### src/rtl/sram_ctrl_pkg.sv
package sram_ctrl_pkg;
  typedef enum logic [1:0] {
    ST_IDLE  = 2'd0,
    ST_RD    = 2'd1,
    ST_WTURN = 2'd2,
    ST_WDATA = 2'd3
  } seq_st_e;

  function automatic int max2(input int a, input int b);
    return (a > b) ? a : b;
  endfunction
endpackage

### src/rtl/sram_lane_map.sv
module sram_lane_map #(
  parameter int LANES = 2
) (
  input  logic [LANES-1:0]   mask_i,
  input  logic               act_i,
  input  logic [8*LANES-1:0] dq_i,
  output logic [LANES-1:0]   be_n_o,
  output logic [8*LANES-1:0] rd_o
);
  for (genvar l = 0; l < LANES; l++) begin : g_lane
    assign be_n_o[l]        = ~(act_i & mask_i[l]);
    assign rd_o[8*l +: 8]   = mask_i[l] ? dq_i[8*l +: 8] : 8'h00;
  end
endmodule

### src/rtl/sram_seq.sv
module sram_seq
  import sram_ctrl_pkg::*;
#(
  parameter int T_RD   = 3,
  parameter int T_TURN = 2,
  parameter int T_DPH  = 2
) (
  input  logic clk_i,
  input  logic rst_ni,
  input  logic req_i,
  input  logic wr_i,
  input  logic mask_zero_i,
  output logic ready_o,
  output logic done_o,
  output logic accept_o,
  output logic cap_o,
  output logic cs_act_o,
  output logic we_act_o,
  output logic oe_act_o,
  output logic drive_o
);
  localparam int MAXC = max2(max2(T_RD, T_TURN), T_DPH);
  localparam int CW   = $clog2(MAXC + 1);
  localparam logic [CW-1:0] RD_LAST   = CW'(T_RD - 1);
  localparam logic [CW-1:0] TURN_LAST = CW'((T_TURN == 0) ? 0 : T_TURN - 1);
  localparam logic [CW-1:0] DPH_LAST  = CW'(T_DPH - 1);

  seq_st_e st_q;
  logic [CW-1:0] cnt_q;
  logic done_q;

  assign ready_o  = (st_q == ST_IDLE);
  assign accept_o = ready_o & req_i & ~mask_zero_i;
  assign cap_o    = (st_q == ST_RD) && (cnt_q == RD_LAST);
  assign cs_act_o = (st_q != ST_IDLE);
  assign we_act_o = (st_q == ST_WTURN) || (st_q == ST_WDATA);
  assign oe_act_o = (st_q == ST_RD);
  assign drive_o  = (st_q == ST_WDATA);
  assign done_o   = done_q;

  always_ff @(posedge clk_i or negedge rst_ni) begin
    if (!rst_ni) begin
      st_q   <= ST_IDLE;
      cnt_q  <= '0;
      done_q <= 1'b0;
    end else begin
      done_q <= 1'b0;
      unique case (st_q)
        ST_IDLE: begin
          cnt_q <= '0;
          if (req_i) begin
            if (mask_zero_i)   done_q <= 1'b1;
            else if (!wr_i)    st_q   <= ST_RD;
            else if (T_TURN == 0) st_q <= ST_WDATA;
            else               st_q   <= ST_WTURN;
          end
        end
        ST_RD: begin
          if (cnt_q == RD_LAST) begin
            st_q   <= ST_IDLE;
            cnt_q  <= '0;
            done_q <= 1'b1;
          end else cnt_q <= cnt_q + CW'(1);
        end
        ST_WTURN: begin
          if (cnt_q == TURN_LAST) begin
            st_q  <= ST_WDATA;
            cnt_q <= '0;
          end else cnt_q <= cnt_q + CW'(1);
        end
        ST_WDATA: begin
          if (cnt_q == DPH_LAST) begin
            st_q   <= ST_IDLE;
            cnt_q  <= '0;
            done_q <= 1'b1;
          end else cnt_q <= cnt_q + CW'(1);
        end
        default: st_q <= ST_IDLE;
      endcase
    end
  end
endmodule

### src/rtl/sram_ctrl.sv
module sram_ctrl
  import sram_ctrl_pkg::*;
#(
  parameter int ADDR_W = 16,
  parameter int DATA_W = 16,
  parameter int T_RD   = 3,
  parameter int T_TURN = 2,
  parameter int T_DSU  = 2,
  parameter int T_WP   = 2
) (
  input  logic              clk_i,
  input  logic              rst_ni,
  input  logic              req_i,
  input  logic              wr_i,
  input  logic [ADDR_W-1:0] addr_i,
  input  logic [DATA_W-1:0] wdata_i,
  input  logic [1:0]        bmask_i,
  output logic              ready_o,
  output logic              done_o,
  output logic [DATA_W-1:0] rdata_o,
  output logic [ADDR_W-1:0] mem_addr_o,
  output logic              mem_cs_n_o,
  output logic              mem_we_n_o,
  output logic              mem_oe_n_o,
  output logic              mem_hi_en_n_o,
  output logic              mem_lo_en_n_o,
  output logic [DATA_W-1:0] mem_dq_o,
  output logic              mem_dq_oe_o,
  input  logic [DATA_W-1:0] mem_dq_i
);
  localparam int LANES = DATA_W / 8;
  // data phase long enough for setup and for the minimum pulse
  localparam int T_DPH = max2(T_DSU, T_WP - T_TURN);

  logic [ADDR_W-1:0] addr_q;
  logic [DATA_W-1:0] wdata_q, rdata_q, rd_merge;
  logic [LANES-1:0]  mask_q, be_n;
  logic accept, cap, cs_act, we_act, oe_act, drive;

  sram_seq #(.T_RD(T_RD), .T_TURN(T_TURN), .T_DPH(T_DPH)) u_seq (
    .clk_i       (clk_i),
    .rst_ni      (rst_ni),
    .req_i       (req_i),
    .wr_i        (wr_i),
    .mask_zero_i (bmask_i == 2'b00),
    .ready_o     (ready_o),
    .done_o      (done_o),
    .accept_o    (accept),
    .cap_o       (cap),
    .cs_act_o    (cs_act),
    .we_act_o    (we_act),
    .oe_act_o    (oe_act),
    .drive_o     (drive)
  );

  sram_lane_map #(.LANES(LANES)) u_lane (
    .mask_i (mask_q),
    .act_i  (cs_act),
    .dq_i   (mem_dq_i),
    .be_n_o (be_n),
    .rd_o   (rd_merge)
  );

  always_ff @(posedge clk_i or negedge rst_ni) begin
    if (!rst_ni) begin
      addr_q  <= '0;
      wdata_q <= '0;
      mask_q  <= '0;
      rdata_q <= '0;
    end else begin
      if (accept) begin
        addr_q  <= addr_i;
        wdata_q <= wdata_i;
        mask_q  <= LANES'(bmask_i);
      end
      if (cap) rdata_q <= rd_merge;
    end
  end

  assign rdata_o       = rdata_q;
  assign mem_addr_o    = addr_q;
  assign mem_cs_n_o    = ~cs_act;
  assign mem_we_n_o    = ~we_act;
  assign mem_oe_n_o    = ~oe_act;
  assign mem_lo_en_n_o = be_n[0];
  assign mem_hi_en_n_o = be_n[LANES-1];
  assign mem_dq_o      = wdata_q;
  assign mem_dq_oe_o   = drive;
endmodule

### config.mk
export PLATFORM = sky130hd
export DESIGN_NAME = sram_ctrl
export DESIGN_NICKNAME = d
export VERILOG_FILES = /design/src/rtl/sram_ctrl_pkg.sv /design/src/rtl/sram_lane_map.sv /design/src/rtl/sram_seq.sv /design/src/rtl/sram_ctrl.sv
export SDC_FILE = /design/constraint.sdc
export NUM_CORES = 1
export LEC_CHECK = 0
export BUFFER_PORTS_ARGS = -buffer_cell sky130_fd_sc_hd__buf_2
export CAP_MARGIN = 20
export CORE_ASPECT_RATIO = 1.75
export CORE_MARGIN = 4
export CORE_UTILIZATION = 49
export DETAILED_ROUTE_END_ITERATION = 10
export PLACE_DENSITY = 0.85
export SLEW_MARGIN = 20
export SYNTH_ARGS = -nofsm -noshare
export SYNTH_HDL_FRONTEND = slang
export SYNTH_SLANG_ARGS = --single-unit
### constraint.sdc
create_clock -name clk_i -period 4.5 [get_ports clk_i]
set_clock_uncertainty 0.15 [all_clocks]
set_input_delay 0.9 -clock clk_i [delete_from_list [all_inputs] [get_ports clk_i]]
set_output_delay 0.9 -clock clk_i [all_outputs]
set_load 0.01 [all_outputs]
After elaboration in Yosys (flattened, before gate mapping)
Cells that the tools add are included.
{ "totals": {"ff_bits": 55, "out_inout_bits": 56} }
{ "classes": {"add_sub_neg": 1, "n_eq_ne": 10, "mux": 17, "bitwise": 10, "reduce_logical": 7} }
{ "ops": {"columns": ["operator", "count"], "rows": [
  ["2-bit 2-to-1 mux", 8],
  ["8-bit 2-to-1 mux", 2],
  ["2-bit one-hot mux with 4 select lines", 1],
  ["2-bit == test (second input constant)", 3],
  ["2-bit inequality test (second input constant)", 3],
  ["1-bit NOT", 6],
  ["2-bit one-hot mux with 3 select lines", 1],
  ["5-bit AND reduction", 1],
  ["1-bit AND", 4],
  ["2-bit by 1-bit == test with 1-bit output (second input constant)", 2],
  ["2-bit zero test", 2],
  ["1-bit 2-to-1 mux", 4],
  ["2-bit by 1-bit inequality test with 1-bit output (second input constant)", 2],
  ["1-bit one-hot mux with 3 select lines", 1],
  ["2-bit by 1-bit adder with 2-bit output (second input constant)", 1],
  ["2-bit nonzero test", 1],
  ["2-bit OR reduction", 1],
  ["1-bit logical AND", 1],
  ["1-bit logical OR", 1]
]} }

Longest topological paths before layout
{ "depth": {"word_depth": 4, "mapped_depth": 5} }

Hierarchy
Synthesis repeated with hierarchy kept, for this count alone.
{ "unflattened": {"cells_unflattened": 159, "area_unflattened_um2": 2503.7} }
{ "by_module_without_submodules": {"columns": ["mod", "instances", "cells_per_inst", "area_each_um2", "seq_area_each_um2"], "rows": [
  ["sram_ctrl", 1, 110, 2073.2, 1251.2],
  ["sram_seq", 1, 31, 322.8, 125.1],
  ["sram_lane_map", 1, 18, 107.6, 0.0]
]} }

Worst setup path before layout
No wires, ideal clock.
{ "synth_path": {"path_type": "reg2out", "start": "register u_seq.st_q[0]", "end": "output ready_o", "arrival_time_ns": 0.985, "t_required_ns": 3.450, "path_slack_ns": 2.465, "stages_incl_launch_ff": 4, "cell_sequence": "dfrtp_1 > buf_4 > nor2_1 > buf_4"} }
{ "synth_between": {"elab_chain_cells": 1} }
{ "synth_lines": {"columns": ["item", "line", "rtl"], "rows": [
  ["from (decl)", "sram_seq.sv:28", "seq_st_e st_q;"],
  ["from (signal assigned)", "sram_seq.sv:43", "st_q <= ST_IDLE;"],
  ["from (signal assigned)", "sram_seq.sv:53", "else if (!wr_i) st_q <= ST_RD;"],
  ["from (signal assigned)", "sram_seq.sv:54", "else if (T_TURN == 0) st_q <= ST_WDATA;"],
  ["2-bit zero test", "sram_seq.sv:32", "assign ready_o = (st_q == ST_IDLE);"],
  ["to (decl)", "sram_ctrl.sv:18", "output logic ready_o,"]
]} }
Every way passes these cells.

Worst setup path after layout
Ends and elaborated chain as after synthesis.

==> impl_metrics.csv <==
group,metric,value,unit
place,dp_hpwl,3730,microns
global_route,grt_util_all_layers,18.6,%
global_route,antenna_found_initial,0,
critical_path,critPathKind,"reg -> out",
synthesis,syn_area_per_cell,12.5,sq um
critical_path,crit_family,"flip-flops",
critical_path,cp_data_arrival_time,1.30,ns
floorplanning,core,4400,sq um
detailed_routing,totalWireLength,4890,microns
place,dp_slack,2.22,ns
finish,fin_nets,338,
synthesis,ys_warn_count,0,
synthesis,synth_cell_types,23,
detailed_routing,routedWlPerCell,14.6,microns
critical_path,cpMaxStageDelayCell,"dfrtp_1",
global_route,grt_first_pass_wirelength,8190,microns
global_route,grt_pass1_vias,1796,
power_and_ir_drop,ir_drop,440,uV
critical_path,r2r_start,"u_seq.st_q[0]",
power_and_ir_drop,power.internal,1.21,mW
detailed_routing,vias,1656,
power_and_ir_drop,swShare,36.1,%
floorplanning,fp-row-count,32,
place,port_buffers,109,
timing,max_slew.worst_pin.slew,0.697,ns
critical_path,worstPathCellList,"nor2_1 > buf_2",
timing,finalSetupViolations,0,
clocking,hold_buffers,0,
synthesis,synthMuxAreaShare,16.3,%
clocking,cts_made_buffers,5,
timing,timing.final.crit_share,52.3,%
critical_path,cp_data_required_time,3.45,ns
power_and_ir_drop,switchingPower,0.685,mW
critical_path,max_stage_delay,0.53,ns
finish,antennaDiodeCount,0,
timing,rsz0062_at_grt,"no",
clocking,cts_setup_buffers,0,
status,status,"finished, final reports clean",
floorplanning,die-area,5690,sq um
finish,syn2layout_area_growth,28.8,%
timing,slew_headroom,53.5,%
clocking,root_buffer,"clkbuf_8",
clocking,htree_levels,2,
timing,worst_slack,2.15,ns
detailed_routing,firstDrtPassIters,4,
hold_path,min_path_type,"reg -> reg",
power_and_ir_drop,power_frac_clock,13.5,%
synthesis,ys_ff_latch,55,
critical_path,reg2regPathDepth,3,
detailed_routing,drc,0,
clocking,cts_tree,"yes",
detailed_routing,viasPerCell,4.93,
power_and_ir_drop,leakage,1.47,nW
synthesis,synthSimpleGateAreaFrac,9.51,%
critical_path,r2r-end,"rdata_o[11]",
critical_path,reg2reg_slack,2.63,ns
critical_path,endpoint_kind,"output port",
floorplanning,die_x,58.8,microns
finish,drive_gt1_share,51.9,%
hold_path,worst_hold_path.endpoint,"rdata_o[12]",
synthesis,syn_inst,177,
place,dpl_cell_area,2760,sq um
timing,hold_viol_final,0,
hold_path,hp-start,"rdata_o[12]",
timing,final-max-slew-violation-count,0,
clocking,clock-sinks,55,
power_and_ir_drop,power.density,668,nW/um^2
power_and_ir_drop,sequentialPowerShare,46.3,%
global_route,grt-ovfl-total,0,
synthesis,synth_top_family_by_area,"multiplexers",
critical_path,worstSetupStartpointType,"register",
synthesis,syn-num-nets,231,
detailed_routing,drt-initial-drc-count,32,
synthesis,synth_compound_area_share,7.59,%
place,globalplace.congestion,0.787,
finish,design_area,2850,sq um
critical_path,cp_max_fo,11,
timing,period_minus_slack,2.35,ns
flow_run,maxCapViolations,0,
global_route,grt_max_degree,56,
floorplanning,io_pins,110,
clocking,clk-insertion-delay-late,0.30,ns
power_and_ir_drop,finalPower,1.90,mW
detailed_routing,ant_nets,0,
synthesis,syn-cell-area,2210,sq um
power_and_ir_drop,combinationalPowerShare,40.2,%
synthesis,synthAdderAreaFrac,0,%
synthesis,synth_xor_area_share,0.396,%
hold_path,whs_path_depth,2,
critical_path,crit_buf_inv,1,
floorplanning,start_util,50.2,%
clocking,cts_resized,0,
clocking,clock_path_buffers,2,
timing,finalSetupTns,0,ns
timing,max_freq,425,MHz
synthesis,yosysSeqAreaShare,62.3,%
clocking,clkTransAtPathRegs,0.09,ns
floorplanning,die_h,96.8,microns
[placed cells by master, fill, tap and decap left out]
master / netlist / layout
nand2b_1: 4 / 4
xnor2_1: 1 / 1
clkinv_2: 0 / 1
a21oi_1: 1 / 1
o21ai_2: 1 / 1
o211a_1: 1 / 1
buf_4: 2 / 2
clkbuf_8: 0 / 5
clkbuf_1: 3 / 2
nand4bb_2: 0 / 1
buf_2: 3 / 109
nand2_1: 35 / 35
inv_1: 3 / 3
mux2_1: 6 / 6
a21bo_2: 2 / 2
mux2_2: 26 / 26
nor2_1: 2 / 2
a31oi_1: 1 / 1
nand3_1: 2 / 2
and3b_1: 1 / 1
nor3_4: 1 / 1
dfrtp_1: 55 / 55
o22ai_1: 2 / 2
o21ai_0: 21 / 21
[cells in the mapped netlist]
cell	n	share of area, %
dfrtp_1	55	62
nand2_1	35	5.9
mux2_2	26	13
o21ai_0	21	4.8
mux2_1	6	3.1
nand2b_1	4	1.1
buf_2	3	0.68
buf_6	3	1.5
clkbuf_1	3	0.51
inv_1	3	0.51
a21bo_2	2	0.91
buf_4	2	0.68
nand3_1	2	0.45
nor2_1	2	0.34
o22ai_1	2	0.57
a21oi_1	1	0.23
a31oi_1	1	0.28
and3b_1	1	0.40
nand4bb_1	1	0.51
nor3_4	1	0.74
o211a_1	1	0.45
o21ai_2	1	0.40
xnor2_1	1	0.40
[registers in the layout (all words and copies together), names as in the netlist]
signal	cells
mem_addr_o	16
u_seq.st_q	2
u_seq.cnt_q	2
mask_q	2
u_seq.done_o	1
rdata_o	16
mem_dq_o	16
[kinds of logic after synthesis]
group                  Yosys count
buffers and inverters           14
XOR/XNOR                         1
AND/OR/NAND/NOR                 46
multiplexers                    32
flip-flops                      55
AO/OA/AOI/OAI                   29
[worst max-delay path by stage]
| stage | startpoint | to | depth (start not counted) |
|---|---|---|---|
| 2_1_floorplan | u_seq.st_q[0] | ready_o | 3 |
| 3_3_place_gp | req_i | mem_dq_o[15] | 5 |
| 3_5_place_dp | req_i | mem_addr_o[10] | 5 |
| 4_1_cts | u_seq.st_q[0] | mem_cs_n_o | 2 |
| 5_1_grt | u_seq.st_q[0] | ready_o | 2 |
| 6_report | u_seq.st_q[0] | ready_o | 2 |
[worst reg2reg max path, cell delays in order (launching register included)]
cell       delay [ns]
dfrtp_1          0.60
nand4bb_2        0.62
nand2_1          0.25
o21ai_0          0.10
[stage by stage]
stage,utilization [%],hold WS (ns),std cells
4_1_cts,64.5,0.340,336
5_1_grt,64.6,0.357,336
6_report,64.6,0.331,336
3_5_place_dp,62.6,0.319,328
2_1_floorplan,-,0.291,177
3_3_place_gp,62.6,0.308,328
[layout make-up]
| cell class | instances | area, sq um |
|---|---|---|
| clock inverters | 1 | 5.00 |
| fillers | 397 | 1560 |
| repair buffers | 111 | 561 |
| multi-input cells | 108 | 752 |
| well taps | 51 | 63.8 |
| flip-flops and latches | 55 | 1380 |
| inverters | 3 | 11.3 |
| clock buffers | 7 | 76.3 |
[routing by layer]
layer  routed length (microns)  share of wire (%)  GRT usage, %
met5                         0                  0             0
met4                       129                2.6          8.55
met3                       319                6.5          3.47
met2                      2700                 55          33.2
met1                      1740                 36          20.1
[power groups by stage]
stage	logic (mW)	registers (mW)	clock network, mW
after global routing	0.853	0.915	0.284
after detailed placement	0.779	0.891	0
after CTS	0.781	0.881	0.264
after floorplan	0.401	0.939	0
final	0.764	0.879	0.256
after global placement	0.753	0.881	0
No activity file was read; power rests on OpenSTA's default activity.
